==> src/rtl/txs_pkg.sv <==
package txs_pkg;
    typedef enum logic [0:0] {
        ST_IDLE = 1'b0,
        ST_BUSY = 1'b1
    } sched_state_t;
endpackage

==> src/rtl/txs_prio_regs.sv <==
// Per-channel priority storage; a write aimed at the channel that holds
// the active grant is discarded.
module txs_prio_regs #(
    parameter int NUM_CH   = 8,
    parameter int PW       = 2,
    parameter int RST_PRIO = 3
) (
    input  logic                          clk,
    input  logic                          rst_n,
    input  logic                          wr_en,
    input  logic [$clog2(NUM_CH)-1:0]     wr_ch,
    input  logic [PW-1:0]                 wr_val,
    input  logic                          busy_valid,
    input  logic [$clog2(NUM_CH)-1:0]     busy_ch,
    output logic [NUM_CH-1:0][PW-1:0]     prio_o
);
    localparam int CHW = $clog2(NUM_CH);

    for (genvar c = 0; c < NUM_CH; c++) begin : g_ch
        logic hit;
        assign hit = wr_en && (wr_ch == CHW'(c)) &&
                     !(busy_valid && (busy_ch == CHW'(c)));
        always_ff @(posedge clk or negedge rst_n) begin
            if (!rst_n)
                prio_o[c] <= PW'(RST_PRIO);
            else if (hit)
                prio_o[c] <= wr_val;
        end
    end
endmodule

==> src/rtl/txs_level_rr.sv <==
// Round-robin picker for one priority level with its own pointer.
module txs_level_rr #(
    parameter int NUM_CH = 8
) (
    input  logic                      clk,
    input  logic                      rst_n,
    input  logic [NUM_CH-1:0]         req,
    input  logic                      adv,
    input  logic [$clog2(NUM_CH)-1:0] adv_ch,
    output logic                      hit,
    output logic [$clog2(NUM_CH)-1:0] pick
);
    localparam int CHW = $clog2(NUM_CH);

    logic [CHW-1:0] ptr;
    logic [CHW-1:0] idx;

    always_comb begin
        hit  = 1'b0;
        pick = '0;
        idx  = '0;
        for (int off = 0; off < NUM_CH; off++) begin
            idx = ptr + CHW'(off);
            if (!hit && req[idx]) begin
                hit  = 1'b1;
                pick = idx;
            end
        end
    end

    always_ff @(posedge clk or negedge rst_n) begin
        if (!rst_n)
            ptr <= '0;
        else if (adv)
            ptr <= adv_ch + CHW'(1);
    end
endmodule

==> src/rtl/txs_top.sv <==
// Transmit channel scheduler: strict priority between levels,
// round robin inside a level, grant held until packet completion.
module txs_top #(
    parameter int NUM_CH   = 8,
    parameter int NUM_LVL  = 4,
    parameter int DATA_W   = 128,
    parameter int RST_PRIO = 3
) (
    input  logic                      clk,
    input  logic                      rst_n,
    input  logic [NUM_CH-1:0]         pend_i,
    input  logic                      prio_wr_i,
    input  logic [$clog2(NUM_CH)-1:0] prio_wr_ch_i,
    input  logic [$clog2(NUM_LVL)-1:0] prio_wr_val_i,
    input  logic                      done_i,
    input  logic                      beat_valid_i,
    input  logic [DATA_W-1:0]         beat_data_i,
    output logic                      grant_valid_o,
    output logic [$clog2(NUM_CH)-1:0] grant_ch_o,
    output logic                      strm_valid_o,
    output logic [DATA_W-1:0]         strm_data_o,
    output logic [$clog2(NUM_CH)-1:0] strm_ch_o
);
    import txs_pkg::*;

    localparam int CHW = $clog2(NUM_CH);
    localparam int PW  = $clog2(NUM_LVL);

    sched_state_t                state_q, state_d;
    logic [CHW-1:0]              gch_q;
    logic [PW-1:0]               glvl_q;
    logic [NUM_CH-1:0][PW-1:0]   prio;
    logic [NUM_LVL-1:0]          lvl_hit;
    logic [NUM_LVL-1:0][CHW-1:0] lvl_pick;
    logic                        any_hit;
    logic [PW-1:0]               win_lvl;
    logic [CHW-1:0]              win_ch;
    logic                        busy;

    assign busy = (state_q == ST_BUSY);

    txs_prio_regs #(
        .NUM_CH   (NUM_CH),
        .PW       (PW),
        .RST_PRIO (RST_PRIO)
    ) u_prio (
        .clk        (clk),
        .rst_n      (rst_n),
        .wr_en      (prio_wr_i),
        .wr_ch      (prio_wr_ch_i),
        .wr_val     (prio_wr_val_i),
        .busy_valid (busy),
        .busy_ch    (gch_q),
        .prio_o     (prio)
    );

    for (genvar l = 0; l < NUM_LVL; l++) begin : g_lvl
        logic [NUM_CH-1:0] mask;
        for (genvar c = 0; c < NUM_CH; c++) begin : g_m
            assign mask[c] = pend_i[c] && (prio[c] == PW'(l));
        end
        txs_level_rr #(.NUM_CH(NUM_CH)) u_rr (
            .clk    (clk),
            .rst_n  (rst_n),
            .req    (mask),
            .adv    (busy && done_i && (glvl_q == PW'(l))),
            .adv_ch (gch_q),
            .hit    (lvl_hit[l]),
            .pick   (lvl_pick[l])
        );
    end

    // Most urgent (lowest-numbered) level with a request wins.
    always_comb begin
        any_hit = 1'b0;
        win_lvl = '0;
        win_ch  = '0;
        for (int l = 0; l < NUM_LVL; l++) begin
            if (!any_hit && lvl_hit[l]) begin
                any_hit = 1'b1;
                win_lvl = PW'(l);
                win_ch  = lvl_pick[l];
            end
        end
    end

    always_comb begin
        state_d = state_q;
        unique case (state_q)
            ST_IDLE: if (any_hit) state_d = ST_BUSY;   // ARBITRATE
            ST_BUSY: if (done_i)  state_d = ST_IDLE;   // RELEASE
            default: state_d = ST_IDLE;
        endcase
    end

    always_ff @(posedge clk or negedge rst_n) begin
        if (!rst_n) begin
            state_q <= ST_IDLE;
            gch_q   <= '0;
            glvl_q  <= '0;
        end else begin
            state_q <= state_d;
            if (state_q == ST_IDLE && any_hit) begin
                gch_q  <= win_ch;
                glvl_q <= win_lvl;
            end
        end
    end

    always_comb begin
        grant_valid_o = busy;
        grant_ch_o    = gch_q;
        strm_valid_o  = busy && beat_valid_i;
        strm_data_o   = beat_data_i;
        strm_ch_o     = gch_q;
    end
endmodule

==> config.mk <==
export PLATFORM = sky130hd
export DESIGN_NAME = txs_top
export DESIGN_NICKNAME = d
export VERILOG_FILES = /design/src/rtl/txs_pkg.sv /design/src/rtl/txs_prio_regs.sv /design/src/rtl/txs_level_rr.sv /design/src/rtl/txs_top.sv
export SDC_FILE = /design/constraint.sdc
export NUM_CORES = 1
export LEC_CHECK = 0
export BUFFER_PORTS_ARGS = -buffer_cell sky130_fd_sc_hd__clkbuf_2
export CAP_MARGIN = 20
export CORE_MARGIN = 8
export CORE_UTILIZATION = 46
export DETAILED_ROUTE_END_ITERATION = 8
export HOLD_SLACK_MARGIN = 0.05
export PLACE_DENSITY = 0.8
export SYNTH_ARGS = -nofsm -noshare
export SYNTH_HDL_FRONTEND = slang
export SYNTH_HIERARCHICAL = 1
export SYNTH_SLANG_ARGS = --single-unit
==> constraint.sdc <==
create_clock -name clk -period 2.8 [get_ports clk]
set_input_delay 0.42 -clock clk [delete_from_list [all_inputs] [get_ports clk]]
set_output_delay 0.42 -clock clk [all_outputs]
set_load 0.02 [all_outputs]
## Yosys cells after proc, flatten, opt, wreduce, memory -nomap -nowiden

Index checks and enable logic that the tools add are counted.

| word-level totals | value |
|---|---|
| flip-flop bits (word level) | 34 |
| bits in latches | 0 |
| memory bits (writable) | 0 |
| bits in read-only memories | 0 |
| input port bits | 146 |
| output and inout port bits | 136 |
| word-level logic and storage cells | 404 |
| memories kept | 0 |

| operators by class | value |
|---|---|
| $add $sub $neg | 29 |
| multiply operators | 0 |
| divide/modulo/power cells | 0 |
| magnitude comparators | 32 |
| equal/unequal tests | 41 |
| shift-type cells | 0 |
| muxes and demuxes | 142 |
| bitwise operators | 1 |
| reduce and logical (&&, ||, !) cells | 144 |

Operators with widths:

| kind | count |
|---|---|
| $lt 3x4->1 const B | 32 |
| $mux 3 | 36 |
| $bmux 1 s3 | 32 |
| $logic_and 1x1->1 | 94 |
| $mux 1 | 71 |
| $add 3x3->3 const B | 16 |
| $logic_not 1->1 | 39 |
| $eq 2x2->1 const B | 18 |
| $add 3x2->3 const B | 8 |
| $eq 3x3->1 const B | 8 |
| $eq 2x1->1 const B | 9 |
| $logic_not 2->1 | 9 |
| $add 3x1->3 const B | 5 |
| $eq 3x2->1 const B | 4 |
| $eq 3x1->1 const B | 2 |
| $logic_not 3->1 | 2 |
| $mux 2 | 2 |
| $pmux 1 s2 | 1 |
| $not 1->1 | 1 |

## Longest topological paths before layout

Gate-level depths: netlist of the first run.

| logic depth | value |
|---|---|
| depth in word-level cells | 38 |
| depth in mapped cells | 13 |
| depth with buffers taken out | 11 |

## By module

Netlist of the first run, hierarchy kept.

By module, submodules not included:

| module | instances | cells each | area an instance (um^2) | sequential area each (um^2) |
|---|---|---|---|---|
| txs_level_rr | 4 | 112 | 1097.3 | 75.1 |
| txs_top | 1 | 220 | 1649.1 | 150.1 |
| txs_prio_regs | 1 | 50 | 749.5 | 420.4 |

## Worst setup path after synthesis of the first run

OpenSTA, ideal clock, no wires.

| path | value |
|---|---|
| path kind | reg2reg |
| start | register g_lvl[2].u_rr.ptr[0] |
| end | register glvl_q[1] |
| arrival time | 3.002 ns |
| slack | -0.323 ns |
| stages on the path, launching flop included | 13 |
| buffers on the path | 2 |
| cell sequence | dfrtp_1 > buf_6 > inv_1 > ha_1 > buf_6 > mux4_2 > mux2i_2 > and3_2 > nor3b_4 > nand3_1 > nor4_4 > nor2_2 > o22a_1 |

| between the ends | value |
|---|---|
| cells in the longest elaborated chain, start to end | 30 |

Ends and longest elaborated chain:

| item | line | source |
|---|---|---|
| start, declared | txs_level_rr.sv:15 | `logic [CHW-1:0] ptr;` |
| start signal, assigned | txs_level_rr.sv:35 | `ptr <= adv_ch + CHW'(1);` |
| branches (longest 23 deep; another with $add 3x1->3) | n/a |  |
| $mux 1 * | txs_level_rr.sv:24 | `if (!hit && req[idx]) begin` |
| via lvl_hit[2] | txs_top.sv:33 | `logic [NUM_LVL-1:0] lvl_hit;` |
| $logic_and 1x1->1 * | txs_top.sv:79 | `if (!any_hit && lvl_hit[l]) begin` |
| $mux 1 | txs_top.sv:79 |  |
| $logic_not 1->1 | txs_top.sv:79 |  |
| $logic_and 1x1->1 | txs_top.sv:79 |  |
| $mux 1 | txs_top.sv:79 |  |
| $logic_and 1x1->1 | txs_top.sv:103 | `if (state_q == ST_IDLE && any_hit) begin` |
| end signal, assigned | txs_top.sv:105 | `glvl_q <= win_lvl;` |
| end, declared | txs_top.sv:31 | `logic [PW-1:0] glvl_q;` |

Mark *: on every way through the listed nets, which the timed path passes. The select of a mux whose other input is x is not followed.
A chain may end at the register's enable or synchronous reset.

==> flow_summary.ini, run 1 <==
[run_status]
status = finished with violations
violations = setup timing

[detailed_routing]
drc = 0
via_per_inst = 6.14
postRouteAntennaNets = 0
totalWireLength_um = 18600
routedWlPerCell_um = 19.5
firstDrtPassIters = 5
vias = 5846
drtIter0Drc = 490

[sta]
grt_setup_unrepaired = yes
fin_ws_ps = -258
period_share = 1.09
tightestPinTransition_ps = 863
setup_viol = 6
period_minus_slack_ps = 3060
slew_headroom = 0.425
drv_slew = 0
final.setup_skew_ps = 5.81
finalHoldViolations = 0
max_clock_freq_mhz = 327

[grt]
grt_usage = 0.198
grt_max_degree = 35
antenna_found_initial = 0
overflow = 0
grt_pass1_vias = 5829
grt_pass1_wl_um = 30000

[synthesis]
yosysTopAreaCellShare = 0.155
synth_mux_area_frac = 0.312
yosysMostFrequentCell = buf_4
synth_edf_count = 0
synth_fa_ha_area_frac = 0.0221
ys_seq_elements = 34
synth_top_flop_cell = dfrtp_1
syn_area_mm2 = 0.00679
ys_warn_count = 6
synth-simple-area-share = 0.168
synth.avg_cell_area_um2 = 9.45
synthCells = 718
syn_nets = 876
synth_top_family_by_area = multiplexers
synth-async-reset-ratio = 1.00
synth.area.top_cells = buf_4, mux4_2, dfrtp_1
synthTopCellsByCount = buf_4, nand2_1, mux2i_1, mux4_2, nor2_1
synth_top_cell_by_area = buf_4
yosysSeqAreaShare = 0.128
synth_xor_area_frac = 0.0199
synth_compound_area_frac = 0.152
yosysUniqueCellTypes = 63

[clock_tree]
hold_buffers = 0
clkTransAtPathRegs_ps = 60
cts_sinks = 34
cts_buffers = 5
cts_tree = built
clk_latency_ps = 290
cts_buffer_depth = 2
cts_root_buffer = clkbuf_16
htree_levels = 2

[critical_path]
endpoint_kind = register
arrival_ps = 3220
worst-setup-path-type = reg -> reg
crit_chain = and3_1 -> mux2i_1 -> mux4_1 -> a32oi_4 -> nor3b_4 -> a32o_1 -> a21oi_1 -> a31oi_1 -> o41ai_1
worstPathRequired_ps = 2960
critPathMaxStageDelay_ps = 580
cpMaxStageDelayCell = dfstp_2
start_kind = register
cp_max_fo = 6

[placement]
post-dp-hpwl_um = 14000
post-place-ws_ps = -485
io_buffers = 25
place.gp.congestion = 0.938

[power_and_ir_drop]
p_seq_frac = 0.095
p_switching_w = 0.00552
p_leak_nw = 3.17
power_w = 0.0118
combPwrFrac = 0.859
swShare = 0.467
ir_worst_vdd_mv = 0.643
clkPwrFrac = 0.045
intPower_w = 0.00629
powerDensity_mw_per_mm2 = 1530

[die]
die-width_um = 137
rows = 44
dieHeight_um = 137
num_io_pins = 282
start_util = 0.469
die_area_mm2 = 0.0189
coreArea_mm2 = 0.0145

[layout]
fillerInstances = 1193
area_growth_pct = 13.4
drive_gt1_frac = 0.513
nets = 925
insertedDiodeCount = 0

[min_path]
hold_class = in -> async

[job]
max_cap_violations = 0
==> kinds of logic after synthesis <==
family | count (synthesis)
simple gates | 203
fa+ha+maj | 12
flops | 34
compound gates | 137
buf+inv | 187
mux | 133
xor+xnor | 12
==> critical path: cells and delay by family (launching register included) <==
kind	cells	cell delay, ps
and+or+nand+nor	2	450
AOI/OAI and AO/OA	5	1220
muxes	2	700
DFF	1	580
==> repair_timing <==
action	in CTS	in global routing
setup endpoints to repair	6	6
setup buffers	12	3
gates resized for setup	40	10
pin swaps	7	5
==> area by class of cell <==
type | instances | area, um^2 | share of cell area
sequential | 34 | 872 | 0.113
inverter | 21 | 86.3 | 0.0112
timing repair buffer | 208 | 1550 | 0.201
tap | 184 | 230 | 0.0299
clock inverter | 1 | 7.51 | 0.000975
clock buffer | 7 | 133 | 0.0172
multi-input combinational | 497 | 4820 | 0.626
==> cells in the final DEF (no fill, tap or decap), types with 5 or more instances in the layout <==
master and n:
a211oi_1 6, clkbuf_2 25, nor2_4 6, o31ai_1 5
a21oi_1 22, dfstp_2 16, o21ai_0 20, mux4_2 42
dfrtp_1 17, ha_1 8, nand3_1 34, mux2i_4 16
nand3b_1 14, buf_4 177, inv_1 14, nand2_1 52
nor2_1 32, o22ai_1 5, and3b_2 5, clkbuf_16 5
xnor2_1 8, nor3b_4 6, mux2_2 18, mux2i_1 38
o211ai_1 8, o21ai_1 13, a31oi_1 17, nor2b_1 8
mux2_1 10, nor2_2 10, and3_2 5
==> sequential cells by signal, indices dropped and copies added, names as in the netlist <==
signal and cells:
u_prio/prio_o 16, g_lvl.u_rr/ptr 12, grant_ch_o 3, glvl_q 2
grant_valid_o 1
==> per-stage QoR <==
stage	cell area (um^2)	TNS [ps]	util	hold WS, ps	cells
6_report	7700	-1140	0.532	241	952
5_1_grt	7700	-1870	0.532	315	952
4_1_cts	7650	-878	0.528	261	949
3_5_place_dp	7280	-1740	0.503	536	931
3_3_place_gp	7280	-1250	0.503	533	931
2_1_floorplan	6880	-468	-	124	718
==> final timing paths <==
kind | startpoint | to | slack (ps) | cells past startpoint
hold / removal | rst_n | g_lvl[1].u_rr/ptr[0] | 240 | 1
setup reg to reg | u_prio/prio_o[10] | grant_ch_o[2] | -260 | 9
setup / recovery | u_prio/prio_o[10] | grant_ch_o[2] | -260 | 9
min in group clk | done_i | grant_valid_o | 390 | 2
hold reg to reg | glvl_q[1] | glvl_q[1] | 550 | 1
max in group asynchronous | rst_n | g_lvl[0].u_rr/ptr[0] | 1960 | 1
==> metal layers <==
layer | global-route usage | vias up | routed length, um
li1 | - | 2668 | -
met1 | 0.243 | 2895 | 7480
met2 | 0.333 | 238 | 9140
met3 | 0.0343 | 45 | 1390
met4 | 0.0869 | 0 | 564
met5 | 0 | - | 0
==> power groups by stage <==
stage / Sequential, W / Clock (W) / Combinational, W
after floorplan: 0.000954 / 0 / 0.00668
after global placement: 0.00108 / 0 / 0.00916
after detailed placement: 0.00109 / 0 / 0.00941
final: 0.00113 / 0.000536 / 0.0101
after global routing: 0.00115 / 0.000560 / 0.0108
after CTS: 0.00111 / 0.000549 / 0.00986
(Power assumes the default switching activity.)
==> inputs of run 2 (changes only) <==
==> constraint.sdc (replaced) <==
create_clock -name clk -period 2.8 [get_ports clk]
set_input_delay 0.56 -clock clk [delete_from_list [all_inputs] [get_ports clk]]
set_output_delay 0.56 -clock clk [all_outputs]
set_load 0.02 [all_outputs]
==> run 2 against run 1 <==
  * The run still ends with setup timing left
  * Cell count is 1.7% higher
  * Sequential share of layout area is 0.37 points lower
  * Count of clock-buffer cells in the layout is 1 lower
  * Wire length is 11% higher
  * Setup slack worse by 120 ps
  * Clock skew is 2.7 ps higher
  * Final area is 3.2% higher
  * Via count is 8.1% higher
  * Power is 6.2% higher
  * Utilization is 1.7 points higher
  * Critical path depth is 3 higher
  * Hold slack better by 130 ps
  * Highest routed layer unchanged
==> flow_summary.ini, run 2 (synthesis results as in run 1) <==
[sta]
finalHoldViolations = 0
grt_setup_unrepaired = yes
period_minus_slack_ps = 3170
tns_ps = -1710
fin_ws_ps = -373
drv_slew = 0
period_share = 1.13
setup_viol = 6
tightestPinTransition_ps = 885
max_clock_freq_mhz = 315
slew_headroom = 0.406
final.setup_skew_ps = 8.51

[critical_path]
worst-setup-path-type = reg -> reg
crit_chain = buf_12 -> nor3b_4 -> buf_4 -> mux4_2 -> nor2_1 -> a32oi_4 -> nor3b_4 -> nand3_4 -> buf_6 -> nand2b_1 -> o31ai_1 -> o41ai_1
reg2reg_slack_ps = -370
cpMaxStageDelayCell = dfstp_2
ff2ff_path_depth = 12
endpoint_kind = register
arrival_ps = 3330
rr_endpoint = grant_ch_o[2]
cp_max_fo = 4
start_kind = register
critPathMaxStageDelay_ps = 590
cp_top_family = simple AND/OR/NAND/NOR gates
worst-path-buf-inv = 3
timing.rr.start = u_prio/prio_o[1]
worstPathRequired_ps = 2960
cp_common_cell = nor3b_4

[detailed_routing]
drc = 0
routedWlPerCell_um = 21.4
totalWireLength_um = 20700
postRouteAntennaNets = 0
firstDrtPassIters = 7
via_per_inst = 6.53
vias = 6321
drtIter0Drc = 535

[layout]
final_common_cell = buf_4
nets = 941
drive_gt1_frac = 0.542
fillerInstances = 1148
final_area_mm2 = 0.00795
insertedDiodeCount = 0
largest_register = u_prio/prio_o
area_growth_pct = 17.1
largest_reg_flops = 16
most-common-layout-cells = buf_4, nand2_1, mux4_2
fin_util = 0.549

[run_status]
violations = setup timing
status = finished with violations

[clock_tree]
clk_latency_ps = 290
cts_buffers = 5
clkTransAtPathRegs_ps = 60
cts_root_buffer = clkbuf_16
cts_sinks = 34
cts_buffer_depth = 2
htree_levels = 2
cts_tree = built

[placement]
post-place-ws_ps = -538
io_buffers = 25
post-dp-hpwl_um = 14200
dpl_cell_area_mm2 = 0.00726
place.gp.congestion = 0.965

[power_and_ir_drop]
ir_worst_vdd_mv = 0.939
clkPwrFrac = 0.057
power_w = 0.0125
p_leak_nw = 3.27
p_switching_w = 0.00587
intPower_w = 0.00667
swShare = 0.468
powerDensity_mw_per_mm2 = 1580
p_seq_frac = 0.091
combPwrFrac = 0.852

[grt]
overflow = 0
grt_max_degree = 35
antenna_found_initial = 0
grt_pass1_wl_um = 31500
grt_pass1_vias = 6051
grt_usage = 0.210

[die]
dieHeight_um = 137
coreArea_mm2 = 0.0145
num_io_pins = 282
die_area_mm2 = 0.0189
start_util = 0.469
rows = 44
die-width_um = 137

[min_path]
hold_class = in -> async

[job]
max_cap_violations = 0
[run 2: changes by cell type in the layout (fill, tap and decap cells not counted), moves of 3 or more]
cell / previous run / this run
nor2_1: 32 / 28
and3_1: 3 / 0
nor2_4: 6 / 13
buf_6: 3 / 6
a21oi_2: 2 / 5
buf_4: 177 / 190
a21oi_1: 22 / 19
nor2_2: 10 / 7
[run 2: per-layer routing]
metal | vias to the layer above | track usage | share of wire
li1 | 2687 | - | -
met1 | 3070 | 0.258 | 0.38
met2 | 436 | 0.342 | 0.47
met3 | 128 | 0.0434 | 0.098
met4 | 0 | 0.106 | 0.053
met5 | - | 0 | 0
[run 2: repair_timing]
item / in CTS / in global routing
resized for setup: 54 / 22
setup endpoints to repair: 6 / 6
pin swaps: 15 / 12
cloned: 0 / 0
hold buffers: 0 / 0
buffers inserted: 15 / 15
hold endpoints to repair: 0 / 0
[run 2: power by group through the flow]
stage / Combinational, W / Clock (W) / Sequential [W]
after detailed placement: 0.00939 / 0 / 0.00110
after global routing: 0.0113 / 0.000743 / 0.00116
after floorplan: 0.00667 / 0 / 0.000953
after global placement: 0.00916 / 0 / 0.00108
final: 0.0107 / 0.000713 / 0.00115
after CTS: 0.00996 / 0.000720 / 0.00112
[run 2: layout make-up]
class	instances	area, um^2	share of cell area
inverter	21	83.8	0.0105
clock buffer	6	150	0.0189
timing repair buffer	224	1680	0.211
sequential	34	871	0.110
tap	184	230	0.0290
multi-input combinational	497	4890	0.616
clock inverter	2	38.8	0.00488
[run 2: how the worst max path moves through the flow]
stage                     slack (ps)            end        startpoint  cells past startpoint
after detailed placement        -540  grant_ch_o[2]         pend_i[5]                     11
after global routing            -420  grant_ch_o[2]         pend_i[6]                     11
final                           -370  grant_ch_o[2]  u_prio/prio_o[1]                     12
after global placement          -400  grant_ch_o[2]         pend_i[0]                     12
after CTS                       -240  grant_ch_o[2]  u_prio/prio_o[1]                     11
after floorplan                 -160      glvl_q[1]         pend_i[1]                     10
[run 2: per-stage QoR]
step / hold WS, ps / instances
after floorplan: 264 / 718
final: 373 / 968
after detailed placement: 551 / 930
after global routing: 437 / 968
after global placement: 541 / 930
after CTS: 388 / 953
==> inputs of run 3 (changes only) <==
CORE_UTILIZATION = 40   (was 46)
PLACE_DENSITY = 0.71   (was 0.8)
==> run 3 against run 2 <==
  * First-iteration DRC count is 5.0% lower
  * Power fell by 5.1%
  * Via count fell by 7.4%
  * Sequential cell count unchanged
  * Hold slack improved by 51 ps
  * Wire length down 9.5%
  * Combinational power shrank 6%
  * Largest power group unchanged
  * Critical path type unchanged
  * Highest routed layer unchanged
  * The run still ends with setup timing left
  * Sequential share of layout area is 0.27 points higher
  * Maximum frequency is 1.5% higher
  * Utilization shrank 8.0 points
==> flow_summary.ini, run 3 (synthesis results as in run 1) <==
[layout]
final-seq-area_um2 = 873
area_growth_pct = 14.6
insertedDiodeCount = 0
most-common-layout-cells = buf_4, nand2_1, mux4_2
fin_cells = 991
drive_gt1_frac = 0.520
final_common_cell = buf_4
largest_reg_flops = 16
fillerInstances = 1552
multi_input_area_mm2 = 0.00484
nets = 928
fin_util = 0.469
largest_register = u_prio/prio_o

[die]
die-width_um = 146
coreArea_mm2 = 0.0166
dieHeight_um = 146
die_area_mm2 = 0.0214
num_io_pins = 282
rows = 47
start_util = 0.409

[sta]
finalHoldViolations = 0
max_clock_freq_mhz = 320
final.setup_skew_ps = 7.43
slew_headroom = 0.373
setup_viol = 5
fin_ws_ps = -327
drv_slew = 0
period_minus_slack_ps = 3130
grt_setup_unrepaired = yes
period_share = 1.12
hold_slack_ps = 424
tightestPinTransition_ps = 940

[critical_path]
crit_chain = buf_6 -> nor3b_2 -> buf_4 -> mux4_2 -> mux2i_4 -> and3_4 -> nor3b_4 -> nand3_4 -> nor4_4 -> buf_4 -> nor2_4 -> o22a_1
worstPathRequired_ps = 2970
reg2reg_slack_ps = -330
cp_top_family = simple AND/OR/NAND/NOR gates
cpMaxStageDelayCell = dfstp_2
critPathMaxStageDelay_ps = 560
endpoint_kind = register
worst-path-buf-inv = 3
start_kind = register
timing.rr.start = u_prio/prio_o[7]
worst-setup-path-type = reg -> reg
cp_max_fo = 6
ff2ff_path_depth = 12
cp_common_cell = buf_4
rr_endpoint = glvl_q[1]
arrival_ps = 3300

[grt]
antenna_found_initial = 0
grt_usage = 0.169
grt_pass1_wl_um = 30100
grt_max_degree = 35
overflow = 0
grt_pass1_vias = 5817

[power_and_ir_drop]
power_w = 0.0119
powerDensity_mw_per_mm2 = 1530
ir_worst_vdd_mv = 0.513
p_leak_nw = 3.18

[clock_tree]
cts_buffers = 5
clkTransAtPathRegs_ps = 60
cts_buffer_depth = 2
cts_sinks = 34
hold_buffers = 0
cts_root_buffer = clkbuf_16
htree_levels = 2
cts_tree = built
clk_latency_ps = 280

[detailed_routing]
drtIter0Drc = 508
via_per_inst = 5.91
vias = 5852
totalWireLength_um = 18700
firstDrtPassIters = 5
drc = 0
routedWlPerCell_um = 18.9
postRouteAntennaNets = 0

[placement]
post-dp-hpwl_um = 14400
placed_cells = 961
io_buffers = 25
place.gp.congestion = 0.899

[min_path]
hold_class = in -> async

[run_status]
violations = setup timing
status = finished with violations

[job]
max_cap_violations = 0
## run 3: repair_timing
item | CTS | global route
pin swaps | 6 | 15
setup endpoints to repair | 6 | 6
setup buffers | 10 | 12
resized for setup | 27 | 30
## run 3: worst max-delay path by stage
stage | start | to | slack [ps] | cells after the start
global placement | pend_i[3] | grant_ch_o[2] | -400 | 12
CTS | u_prio/prio_o[5] | grant_ch_o[1] | -210 | 10
floorplan | pend_i[1] | glvl_q[1] | -160 | 10
detailed placement | pend_i[5] | grant_ch_o[2] | -550 | 11
finish | u_prio/prio_o[7] | glvl_q[1] | -330 | 12
global route | u_prio/prio_o[7] | glvl_q[1] | -420 | 12
## run 3: area by class of cell
cell class                 count  share of cell area
multi-input combinational    497               0.621
timing repair buffer         211               0.201
tap                          220              0.0354
clock buffer                   6              0.0178
sequential                    34               0.112
clock inverter                 2             0.00161
inverter                      21              0.0108
## run 3: per-stage QoR
stage	setup slack [ps]	setup TNS, ps	area [um^2]
2_1_floorplan	-160	-583	6880
4_1_cts	-214	-864	7590
3_3_place_gp	-403	-1860	7270
5_1_grt	-416	-1830	7780
3_5_place_dp	-549	-2460	7270
6_report	-327	-1360	7780
## run 3: layer usage
| metal | track usage | up-vias | wire length [um] |
|---|---|---|---|
| met5 | 0 | - | 0 |
| met4 | 0.0505 | 0 | 434 |
| met3 | 0.0355 | 47 | 1220 |
| met2 | 0.276 | 253 | 8920 |
| met1 | 0.219 | 2886 | 8160 |
| li1 | - | 2666 | - |
## run 3: where the power goes
part	total (W)	internal, W	switching, W
Combinational	0.0101	0.00528	0.00487
Sequential	0.00118	0.000750	0.000425
Clock	0.000573	0.000352	0.000221
